$ cat src/rtl/dmar_pkg.sv
package dmar_pkg;

    localparam int DATA_W    = 8;
    localparam int ADDR_W    = 3;
    localparam int PTR_BYTES = 4;
    localparam int PTR_W     = DATA_W * PTR_BYTES;
    localparam int PSEL_W    = $clog2(PTR_BYTES);

    localparam logic [ADDR_W-1:0] ADDR_CMD  = 3'd0;
    localparam logic [ADDR_W-1:0] ADDR_STAT = 3'd2;

    localparam int CMD_START_BIT = 0;
    localparam int CMD_DIR_BIT   = 3;
    localparam int ST_ACT_BIT    = 0;
    localparam int ST_ERR_BIT    = 1;
    localparam int ST_IRQ_BIT    = 2;
    localparam int ST_CAP_LO     = 5;

    typedef struct packed {
        logic to_mem;
        logic start;
    } cmd_t;

    typedef struct packed {
        logic [1:0] cap;
        logic       irq;
        logic       err;
        logic       active;
    } stat_t;

    typedef struct packed {
        logic active_set;
        logic error_set;
        logic irq_set;
        logic done;
    } eng_ev_t;

    function automatic logic [DATA_W-1:0] cmd_image(cmd_t c);
        logic [DATA_W-1:0] v;
        v = '0;
        v[CMD_START_BIT] = c.start;
        v[CMD_DIR_BIT]   = c.to_mem;
        return v;
    endfunction

    function automatic logic [DATA_W-1:0] stat_image(stat_t s);
        logic [DATA_W-1:0] v;
        v = '0;
        v[ST_ACT_BIT] = s.active;
        v[ST_ERR_BIT] = s.err;
        v[ST_IRQ_BIT] = s.irq;
        v[ST_CAP_LO +: 2] = s.cap;
        return v;
    endfunction

    function automatic logic is_clean(stat_t s);
        return s.irq && !s.err && !s.active;
    endfunction

    function automatic logic is_ptr_addr(logic [ADDR_W-1:0] a);
        return a[ADDR_W-1];
    endfunction

endpackage

$ cat src/rtl/dmar_cmd_reg.sv
module dmar_cmd_reg
    import dmar_pkg::*;
(
    input  logic clk,
    input  logic rst,
    input  logic wr_cmd,
    input  logic wd_start,
    input  logic wd_to_mem,
    output cmd_t cmd,
    output logic stop_req
);

    assign stop_req = wr_cmd && cmd.start && !wd_start;

    always_ff @(posedge clk) begin
        if (rst) begin
            cmd <= '0;
        end else if (wr_cmd) begin
            cmd.start  <= wd_start;
            cmd.to_mem <= wd_to_mem;
        end
    end


    cmd_store_chk: assert property (@(posedge clk) disable iff (rst)
        wr_cmd |=> (cmd.start == $past(wd_start)) && (cmd.to_mem == $past(wd_to_mem)));

endmodule

$ cat src/rtl/dmar_status_reg.sv
module dmar_status_reg
    import dmar_pkg::*;
(
    input  logic       clk,
    input  logic       rst,
    input  logic       wr_stat,
    input  logic [6:1] wbits,
    input  eng_ev_t    ev,
    input  logic       stop_req,
    output stat_t      st
);

    stat_t st_nx;

    always_comb begin
        st_nx = st;
        if (ev.done || stop_req)
            st_nx.active = 1'b0;
        else if (ev.active_set)
            st_nx.active = 1'b1;

        if (ev.error_set)
            st_nx.err = 1'b1;
        else if (wr_stat && wbits[ST_ERR_BIT])
            st_nx.err = 1'b0;

        if (ev.irq_set)
            st_nx.irq = 1'b1;
        else if (wr_stat && wbits[ST_IRQ_BIT])
            st_nx.irq = 1'b0;

        if (wr_stat)
            st_nx.cap = wbits[ST_CAP_LO +: 2];
    end

    always_ff @(posedge clk) begin
        if (rst) st <= '0;
        else     st <= st_nx;
    end


    err_w1c_chk: assert property (@(posedge clk) disable iff (rst)
        (wr_stat && wbits[ST_ERR_BIT] && !ev.error_set) |=> !st.err);


    irq_set_wins_chk: assert property (@(posedge clk) disable iff (rst)
        ev.irq_set |=> st.irq);


    active_clear_chk: assert property (@(posedge clk) disable iff (rst)
        (ev.done || stop_req) |=> !st.active);


    cap_hold_chk: assert property (@(posedge clk) disable iff (rst)
        !wr_stat |=> $stable(st.cap));

endmodule

$ cat src/rtl/dmar_base_ptr.sv
module dmar_base_ptr
    import dmar_pkg::*;
#(
    parameter int NBYTES = PTR_BYTES,
    localparam int SEL_W = (NBYTES > 1) ? $clog2(NBYTES) : 1
)(
    input  logic                 clk,
    input  logic                 rst,
    input  logic                 wr_ptr,
    input  logic [SEL_W-1:0]     sel,
    input  logic [DATA_W-1:0]    wdata,
    output logic [8*NBYTES-1:0]  base
);

    for (genvar b = 0; b < NBYTES; b++) begin : g_byte
        always_ff @(posedge clk) begin
            if (rst)
                base[8*b +: 8] <= '0;
            else if (wr_ptr && (sel == SEL_W'(b)))
                base[8*b +: 8] <= wdata;
        end
    end


    ptr_hold_chk: assert property (@(posedge clk) disable iff (rst)
        !wr_ptr |=> $stable(base));

endmodule

$ cat src/rtl/dmar_regs.sv
module dmar_regs
    import dmar_pkg::*;
(
    input  logic              clk,
    input  logic              rst,
    input  logic [ADDR_W-1:0] reg_addr,
    input  logic              reg_wr,
    input  logic [DATA_W-1:0] reg_wdata,
    output logic [DATA_W-1:0] reg_rdata,
    input  logic              eng_active_set,
    input  logic              eng_error_set,
    input  logic              eng_irq_set,
    input  logic              eng_done,
    input  logic              eng_busy,
    output logic              xfer_start,
    output logic              xfer_to_mem,
    output logic [PTR_W-1:0]  table_base,
    output logic              xfer_clean,
    output logic              xfer_pending
);

    cmd_t    cmd;
    stat_t   st;
    eng_ev_t ev;
    logic    wr_cmd, wr_stat, wr_ptr, stop_req, wr_unmapped;

    assign wr_cmd      = reg_wr && (reg_addr == ADDR_CMD);
    assign wr_stat     = reg_wr && (reg_addr == ADDR_STAT);
    assign wr_ptr      = reg_wr && is_ptr_addr(reg_addr);
    assign wr_unmapped = reg_wr && !wr_cmd && !wr_stat && !wr_ptr;

    assign ev = '{active_set: eng_active_set, error_set: eng_error_set,
                  irq_set: eng_irq_set, done: eng_done};

    dmar_cmd_reg u_cmd (
        .clk       (clk),
        .rst       (rst),
        .wr_cmd    (wr_cmd),
        .wd_start  (reg_wdata[CMD_START_BIT]),
        .wd_to_mem (reg_wdata[CMD_DIR_BIT]),
        .cmd       (cmd),
        .stop_req  (stop_req)
    );

    dmar_status_reg u_stat (
        .clk      (clk),
        .rst      (rst),
        .wr_stat  (wr_stat),
        .wbits    (reg_wdata[6:1]),
        .ev       (ev),
        .stop_req (stop_req),
        .st       (st)
    );

    dmar_base_ptr #(.NBYTES(PTR_BYTES)) u_ptr (
        .clk    (clk),
        .rst    (rst),
        .wr_ptr (wr_ptr),
        .sel    (reg_addr[PSEL_W-1:0]),
        .wdata  (reg_wdata),
        .base   (table_base)
    );

    always_comb begin
        reg_rdata = '0;
        if (is_ptr_addr(reg_addr))
            reg_rdata = table_base[{reg_addr[PSEL_W-1:0], 3'b000} +: 8];
        else if (reg_addr == ADDR_CMD)
            reg_rdata = cmd_image(cmd);
        else if (reg_addr == ADDR_STAT)
            reg_rdata = stat_image(st);
    end

    assign xfer_start   = cmd.start;
    assign xfer_to_mem  = cmd.to_mem;
    assign xfer_clean   = is_clean(st);
    assign xfer_pending = st.active && eng_busy;


    unmapped_wr_chk: assert property (@(posedge clk) disable iff (rst)
        (wr_unmapped && !eng_active_set && !eng_error_set && !eng_irq_set && !eng_done)
        |=> $stable(table_base) && $stable(xfer_start) && $stable(xfer_to_mem)
            && $stable(st));


    pending_not_clean_chk: assert property (@(posedge clk) disable iff (rst)
        xfer_pending |-> !xfer_clean);

endmodule

$ cat config.mk
export PLATFORM = sky130hd
export DESIGN_NAME = dmar_regs
export DESIGN_NICKNAME = d
export VERILOG_FILES = /design/src/rtl/dmar_pkg.sv /design/src/rtl/dmar_cmd_reg.sv /design/src/rtl/dmar_status_reg.sv /design/src/rtl/dmar_base_ptr.sv /design/src/rtl/dmar_regs.sv
export SDC_FILE = /design/constraint.sdc
export NUM_CORES = 1
export LEC_CHECK = 0
export ABC_AREA = 0
export BUFFER_PORTS_ARGS = -buffer_cell sky130_fd_sc_hd__buf_2
export CAP_MARGIN = 5
export CELL_PAD_IN_SITES_DETAIL_PLACEMENT = 0
export CELL_PAD_IN_SITES_GLOBAL_PLACEMENT = 2
export CORE_ASPECT_RATIO = 0.6
export CORE_UTILIZATION = 31
export DETAILED_ROUTE_END_ITERATION = 8
export GPL_ROUTABILITY_DRIVEN = 0
export PLACE_DENSITY_LB_ADDON = 0.12
export SKIP_LAST_GASP = 1
export SLEW_MARGIN = 20
export SYNTH_ARGS = -nofsm -noshare
export SYNTH_HDL_FRONTEND = slang
export SYNTH_SLANG_ARGS = --single-unit
$ cat constraint.sdc
create_clock -name clk -period 2.79 [get_ports clk]
set_clock_uncertainty 0.1 [all_clocks]
set_input_delay 0.279 -clock clk [delete_from_list [all_inputs] [get_ports clk]]
set_output_delay 0.279 -clock clk [all_outputs]
set_load 0.02 [all_outputs]
* After elaboration in Yosys (flattened, before gate mapping)
Index checks and enable logic that the tools add are counted.
Cells by class: shift-type cells 1, equal/unequal tests 4, multiplexer cells 7, reduce and logical (&&, ||, !) cells 23
Operator list (number):
- 32-bit by 6-bit indexed part select with 8-bit output | 1
- 1-bit logical AND | 14
- 7-bit 2-to-1 mux | 2
- 8-bit 2-to-1 mux | 1
- 2-bit == test, second input constant | 2
- 1-bit 2-to-1 mux | 4
- 2-bit nonzero test | 2
- 3-bit by 2-bit == test with 1-bit output, second input constant | 1
- 1-bit logical NOT | 3
- 3-bit logical NOT | 1
- 2-bit by 1-bit == test with 1-bit output, second input constant | 1
- 2-bit logical NOT | 1
- 2-bit OR reduction | 1
- 1-bit logical OR | 1
Storage, ports and cells: output and inout bits 44, register bits after elaboration 39

* Longest topological paths before layout
Gate-level depths: netlist of the first run.
depth in word-level cells 6, mapped depth 5, depth with buffers taken out 3

* Cells and area by module
From an unflattened synthesis of the first run, not the netlist that was laid out.
Unflattened totals: cells, all modules 185, area total of the unflattened synthesis 1919.3 um^2
Modules (own cells, without submodules):
- dmar_base_ptr | cells each 116, area each 1285.0 um^2, instances 1
- dmar_regs | cells each 45, area each 386.6 um^2, instances 1
- dmar_status_reg | cells each 17, area each 170.2 um^2, instances 1
- dmar_cmd_reg | cells each 7, area each 77.6 um^2, instances 1

* Worst setup path after synthesis of the first run
OpenSTA, ideal clock, no wires.
path type in2out, from input reg_addr[1], to output reg_rdata[6], cell stages on the path 5, arrival 1.309 ns, slack 1.102 ns, cells stage by stage buf_2 -> buf_2 -> mux2i_1 -> nor2_1 -> a311o_1
On the way: cells in the longest elaborated chain, start to end 4
RTL lines:
- from (decl) | line dmar_regs.sv:6 | input logic [ADDR_W-1:0] reg_addr,
- parallel branches: the longest is 3 deep, another holds 32-bit by 6-bit indexed part select with 8-bit output
- 8-bit 2-to-1 mux * | line dmar_regs.sv:66 | if (is_ptr_addr(reg_addr))
- to (decl) | line dmar_regs.sv:9 | output logic [DATA_W-1:0] reg_rdata,
Every way passes the cells marked *.

* Worst setup path after layout of the first run
Ends and elaborated chain as after synthesis.

==> flow_metrics.env, run 1 <==
export IMPL_run_status="finished, final reports clean"
export IMPL_combined_global_route_utilization_of_all_metal_layers_pct=18.5
export IMPL_synth_area_top_cells="sky130_fd_sc_hd__dfxtp_1 (43%), sky130_fd_sc_hd__mux2i_1 (11%), sky130_fd_sc_hd__nand2_1 (10%)"
export IMPL_clock_buffer_depth=2
export IMPL_post_cts_hold_buffer_count=0
export IMPL_number_of_antenna_diodes=0
export IMPL_initial_util_pct=32.6
export IMPL_placed_area_sq_mm=0.00215
export IMPL_synth_cell_types=34
export IMPL_buffer_ports_inserted=62
export IMPL_synth_xor_area_share_pct=0
export IMPL_min_from="eng_done"
export IMPL_min_period_over_period_pct=70.6
export IMPL_post_cts_repair_setup_buffers=0
export IMPL_cts_made_buffers=5
export IMPL_post_synth_and_or_nand_nor_area_fraction_pct=23.8
export IMPL_f_max_mhz=508
export IMPL_numPlacedInstances=329
export IMPL_timing_critical_path_arrival_ns=1.59
export IMPL_cell_type_with_the_highest_occurrence_count_on_the_critical_path="sky130_fd_sc_hd__buf_2"
export IMPL_global_route_wire_length_before_repair_mm=8.25
export IMPL_number_of_flops_mapped_to_enable_cells_by_yosys=0
export IMPL_clock_transition_at_the_register_clock_pins_on_the_worst_setup_and_hold_paths_after_cts_ns=0.07
export IMPL_fin_area_sq_mm=0.00225
export IMPL_slowest_delay_ns=0.51
export IMPL_final_routed_drc_violation_total=0
export IMPL_totalNegativeSetupSlack_ns=0
export IMPL_first_pass_drt_iterations=5
export IMPL_final_min_clock_period_ns=1.97
export IMPL_placementRows=21
export IMPL_grt_pass1_vias=1443
export IMPL_post_route_worst_setup_slack_ns=0.820
export IMPL_finalMaxSlewViolations=0
export IMPL_endpoint_kind="primary output"
export IMPL_die_y_um=61.5
export IMPL_clkSinkCount=39
export IMPL_number_of_antenna_violations_at_the_first_check_in_global_routing=0
export IMPL_synth_seq_cells=39
export IMPL_totalWireLength_mm=5.44
export IMPL_met1_length_mm=2.99
export IMPL_drv_max_cap_violation_count=0
export IMPL_rr_worst_depth=2
export IMPL_holdCritPathClass="in2reg"
export IMPL_dp_slack_ns=0.839
export IMPL_routed_via_count=1627
export IMPL_routed_wl_met3_um=325
export IMPL_fin_total_pwr_mw=1.15
export IMPL_cp_cell_sequence="buf_2 > mux2i_1 > nor2_1 > a311o_1 > buf_2"
export IMPL_power_density_mw_per_mm2=509
export IMPL_layout_nets=275
export IMPL_r2r_start="u_stat.st[2]$_SDFFE_PP0P_"
export IMPL_dp_hpwl_mm=3.54
export IMPL_crit_path_start_kind="input port"
export IMPL_detailedRoute_firstIterationViolations=55
export IMPL_critPathSlowestCell="sky130_fd_sc_hd__buf_2"
export IMPL_synth_fp_nets=221
export IMPL_wl_per_cell_um=16.1
export IMPL_grt_overflow_total=0
export IMPL_die_area_sq_mm=0.00623
export IMPL_clock_insertion_delay_at_the_later_pin_of_the_skew_report_ns=0.29
export IMPL_grt_setup_unrepaired="no"
export IMPL_worstHoldPathCells=4
export IMPL_mostFrequentLayoutCell="sky130_fd_sc_hd__buf_2"
export IMPL_post_cts_resized_instances=0
export IMPL_final_hold_violation_count=0
export IMPL_ys_seq_area_share_pct=42.6
export IMPL_boundaryPins=63
export IMPL_syn_avg_cell_area_sq_um=9.07
export IMPL_post_synth_fa_ha_maj_area_fraction_pct=0
export IMPL_slew_headroom_pct=48.8
export IMPL_layout_filler_cells=603
export IMPL_synth_compound_area_share_pct=10.9
export IMPL_fin_cells=337
export IMPL_cts_max_level=2
export IMPL_total_leakage_power_nw=0.999
export IMPL_grt_max_degree=40
export IMPL_dieWidth_um=101
export IMPL_synth_largest_area_cell="sky130_fd_sc_hd__dfxtp_1"
export IMPL_final_core_utilization_pct=40.0
export IMPL_ir_drop_uv=174
export IMPL_synth_top_area_share_pct=42.6
export IMPL_path_max_fanout=27
export IMPL_synth_cell_area_sq_mm=0.00183
export IMPL_critPathRequiredTime_ns=2.41
export IMPL_yosys_most_used_dff="sky130_fd_sc_hd__dfxtp_1"
export IMPL_setup_viol_count_final=0
export IMPL_dr_wl_met2_mm=2.08
export IMPL_most_common_layout_cells="sky130_fd_sc_hd__buf_2 (62), sky130_fd_sc_hd__nand2_1 (51), sky130_fd_sc_hd__dfxtp_1 (39)"
export IMPL_synth_cells=202
export IMPL_synth_top_family_by_area="simple AND/OR/NAND/NOR gates"
export IMPL_post_route_cells_drive_above_1_share_pct=30.0
export IMPL_worst_setup_path_type="in2out"
export IMPL_timing_worst_slew_pin_value_ns=0.768
export IMPL_synth_warnings=0
export IMPL_cts_root_buf="sky130_fd_sc_hd__clkbuf_8"
export IMPL_crit_start="reg_addr[1]"
export IMPL_whs_ns=0.134
export IMPL_area_growth_pct=22.9
export IMPL_muxShareOfSynthArea_pct=17.1
export IMPL_core_region_area_sq_mm=0.00562
export IMPL_drt_antenna_violating_nets=0
export IMPL_vias_per_cell=4.83
export IMPL_route_top_layer_used="met4"
export IMPL_synth_async_sr_flop_share_pct=0
export IMPL_clock_tree_from_tritoncts="built"
-- path summary, 6_finish.rpt --
check	endpoint	slack, ns
worst min-delay path	u_stat.st[0]$_SDFFE_PP0P_	0.13
worst min register to register	u_ptr.base[8]$_SDFFE_PP0P_	0.37
worst max register to register	u_stat.st[2]$_SDFFE_PP0P_	1.96
worst max-delay path	reg_rdata[6]	0.82
-- critical path: cells and delay by family --
family / cells / cell delay (ns)
buffers and inverters: 2 / 0.67
muxes: 1 / 0.25
and+or+nand+nor: 1 / 0.06
AOI/OAI and AO/OA: 1 / 0.32
-- registers in the layout (all words and copies together) (netlist names) --
name,count
u_ptr.base,32
u_stat.st,5
u_cmd.cmd,2
-- report_power, final --
part           leakage [nW]  switching (mW)  internal [mW]  total, mW
Sequential            0.316          0.0107          0.570      0.581
Clock                0.0515           0.205          0.226      0.431
Combinational         0.631          0.0872         0.0474      0.135
Total                 0.999           0.303          0.843       1.15
-- cells by family (layout without fill, tap and decap cells) --
logic type | Yosys count | count (layout)
buf+inv | 18 | 73
simple gates | 86 | 86
compound gates | 34 | 34
mux | 25 | 25
flops | 39 | 39
-- area by class of cell --
class,instances,area [sq um],share of cell area [%]
Tap cell,80,100,4.45
Timing Repair Buffer,62,310,13.8
Sequential cell,39,781,34.7
Clock buffer,8,100,4.45
Multi-Input combinational cell,145,948,42.1
Inverter,3,11.3,0.500
-- synthesized netlist by cell type, types with 2 or more instances --
cell type and instances:
sky130_fd_sc_hd__a21oi_1 24, sky130_fd_sc_hd__a311oi_1 2, sky130_fd_sc_hd__and2_1 3, sky130_fd_sc_hd__and4b_1 2
sky130_fd_sc_hd__buf_2 7, sky130_fd_sc_hd__buf_4 2, sky130_fd_sc_hd__clkbuf_1 4, sky130_fd_sc_hd__dfxtp_1 39
sky130_fd_sc_hd__inv_1 3, sky130_fd_sc_hd__mux2i_1 20, sky130_fd_sc_hd__mux4_1 3, sky130_fd_sc_hd__nand2_1 51
sky130_fd_sc_hd__nand3_1 2, sky130_fd_sc_hd__nand4b_2 2, sky130_fd_sc_hd__nor2_1 18, sky130_fd_sc_hd__o221ai_1 2
-- routing by layer --
layer	global-route usage, %	vias to the layer above
met4	5.59	0
met5	0	-
met2	25.0	51
met1	28.0	757
met3	5.22	7
li1	-	812
Power figures use the tool's default switching activity.
==> inputs of run 2 (changes only) <==
Settings changed: CORE_UTILIZATION 31 to 28.
Clock period 2.79 ns to 1.86 ns, I/O delays scaled along.
==> run 2 against run 1 <==
  * Sequential cell count did not move
  * Utilization down 2.2 points
  * Non-clock buffer count grew 11
  * Count of clock-buffer cells in the layout unchanged
  * Via count increased by 1.5%
  * Register-to-register slack worse by 0.99 ns
  * Die area grew 10%
  * First-iteration DRC count rose by 9.1%
  * Critical endpoint is now reg_rdata[0]
  * Largest cell class unchanged
==> flow_metrics.env, run 2 (synthesis results as in run 1) <==
export IMPL_ir_drop_uv=290
export IMPL_path_max_fanout=3
export IMPL_run_status="finished, final reports clean"
export IMPL_most_common_layout_cells="sky130_fd_sc_hd__buf_2 (62), sky130_fd_sc_hd__nand2_1 (51), sky130_fd_sc_hd__dfxtp_1 (39)"
export IMPL_worstHoldPathCells=2
export IMPL_fin_area_sq_mm=0.00235
export IMPL_totalWireLength_mm=5.70
export IMPL_slowest_delay_ns=0.50
export IMPL_timing_worst_slew_pin_value_ns=0.503
export IMPL_clkSinkCount=39
export IMPL_placed_area_sq_mm=0.00225
export IMPL_crit_start="u_ptr.base[8]$_SDFFE_PP0P_"
export IMPL_critPathSlowestCell="sky130_fd_sc_hd__mux4_1"
export IMPL_dp_hpwl_mm=4.10
export IMPL_timing_critical_path_arrival_ns=1.46
export IMPL_setup_viol_count_final=0
export IMPL_final_routed_drc_violation_total=0
export IMPL_post_cts_resized_instances=0
export IMPL_cts_made_buffers=5
export IMPL_layout_nets=286
export IMPL_final_min_clock_period_ns=1.74
export IMPL_buffer_ports_inserted=62
export IMPL_clock_insertion_delay_at_the_later_pin_of_the_skew_report_ns=0.29
export IMPL_critPathRequiredTime_ns=1.57
export IMPL_post_route_cells_drive_above_1_share_pct=32.8
export IMPL_cts_max_level=2
export IMPL_final_hold_violation_count=0
export IMPL_number_of_antenna_violations_at_the_first_check_in_global_routing=0
export IMPL_detailedRoute_firstIterationViolations=60
export IMPL_grt_setup_unrepaired="no"
export IMPL_grt_overflow_total=0
export IMPL_drt_antenna_violating_nets=0
export IMPL_area_growth_pct=28.3
export IMPL_first_pass_drt_iterations=4
export IMPL_whs_ns=0.0606
export IMPL_routed_via_count=1652
export IMPL_post_cts_repair_setup_buffers=0
export IMPL_top_register_by_number_of_flip_flops="u_ptr.base"
export IMPL_critical_path_reg2reg_endpoint="u_stat.st[1]$_SDFFE_PP0P_"
export IMPL_clock_transition_at_the_register_clock_pins_on_the_worst_setup_and_hold_paths_after_cts_ns=0.08
export IMPL_rr_worst_depth=2
export IMPL_dieWidth_um=106
export IMPL_die_area_sq_mm=0.00688
export IMPL_r2r_start="u_stat.st[1]$_SDFFE_PP0P_"
export IMPL_routed_wl_met3_um=286
export IMPL_reg_top3="u_ptr.base: 32 flops, u_stat.st: 5 flops, u_cmd.cmd: 2 flops"
export IMPL_hold_path_endpoint="u_stat.st[2]$_SDFFE_PP0P_"
export IMPL_post_route_worst_setup_slack_ns=0.115
export IMPL_boundaryPins=63
export IMPL_endpoint_kind="primary output"
export IMPL_totalNegativeSetupSlack_ns=0
export IMPL_slew_headroom_pct=66.5
export IMPL_min_period_over_period_pct=93.8
export IMPL_largest_register_ff_count=32
export IMPL_clock_buffer_depth=2
export IMPL_met1_length_mm=3.15
export IMPL_vias_per_cell=4.69
export IMPL_mostFrequentLayoutCell="sky130_fd_sc_hd__buf_2"
export IMPL_post_cts_hold_buffer_count=0
export IMPL_holdCritPathClass="in2reg"
export IMPL_number_of_antenna_diodes=0
export IMPL_placementRows=22
export IMPL_reg2reg_slack_ns=0.97
export IMPL_power_density_mw_per_mm2=736
export IMPL_wl_per_cell_um=16.2
export IMPL_total_leakage_power_nw=1.06
export IMPL_grt_pass1_vias=1586
export IMPL_cts_root_buf="sky130_fd_sc_hd__clkbuf_8"
export IMPL_die_y_um=64.7
export IMPL_cp_cell_sequence="mux4_1 > a22o_1 > buf_2"
export IMPL_worst_setup_path_type="reg2out"
export IMPL_initial_util_pct=29.4
export IMPL_global_route_wire_length_before_repair_mm=9.12
export IMPL_fin_total_pwr_mw=1.73
export IMPL_dr_wl_met2_mm=2.23
export IMPL_core_region_area_sq_mm=0.00622
export IMPL_route_top_layer_used="met4"
export IMPL_drv_max_cap_violation_count=0
export IMPL_grt_max_degree=23
export IMPL_combined_global_route_utilization_of_all_metal_layers_pct=17.7
export IMPL_min_from="reg_wdata[2]"
export IMPL_clock_tree_from_tritoncts="built"
export IMPL_crit_path_start_kind="register"
export IMPL_finalMaxSlewViolations=0
export IMPL_f_max_mhz=573
export IMPL_dp_slack_ns=0.119
-- run 2: per-layer routing --
layer / track usage, % / vias up
met1: 26.7 / 781
met2: 24.9 / 39
met3: 4.53 / 2
met5: 0 / -
met4: 4.11 / 0
li1: - / 830
-- run 2: where the power goes --
group          internal [mW]  leakage, nW  switching [mW]  total [mW]
Sequential             0.855        0.316          0.0170       0.872
Combinational         0.0850        0.691           0.135       0.220
Clock                  0.339       0.0515           0.299       0.638
-- run 2: how the worst max path moves through the flow --
stage               cells after the start           end  slack (ns)
CTS                                     3  reg_rdata[0]        0.09
floorplan                               5  reg_rdata[6]        0.36
global placement                        4  reg_rdata[0]        0.14
finish                                  3  reg_rdata[0]        0.12
global route                            3  reg_rdata[0]        0.06
detailed placement                      4  reg_rdata[0]        0.12
-- run 2: area by class of cell --
class | instances | area [sq um]
well taps | 84 | 105
fillers | 687 | 3870
flip-flops and latches | 39 | 781
clock buffers | 8 | 100
repair buffers | 73 | 405
inverters | 3 | 11.3
multi-input cells | 145 | 948
-- run 2: worst max-delay path: cells and delay by family (launching register included) --
family	cells	cell delay, ns
muxes	1	0.50
DFF	1	0.33
AOI/OAI and AO/OA	1	0.19
buffers and inverters	1	0.15
-- run 2: stage by stage --
| stage | cells | util, % |
|---|---|---|
| 2_1_floorplan | 202 | - |
| 6_report | 352 | 37.8 |
| 3_3_place_gp | 344 | 36.2 |
| 5_1_grt | 352 | 37.8 |
| 3_5_place_dp | 344 | 36.2 |
| 4_1_cts | 352 | 37.8 |
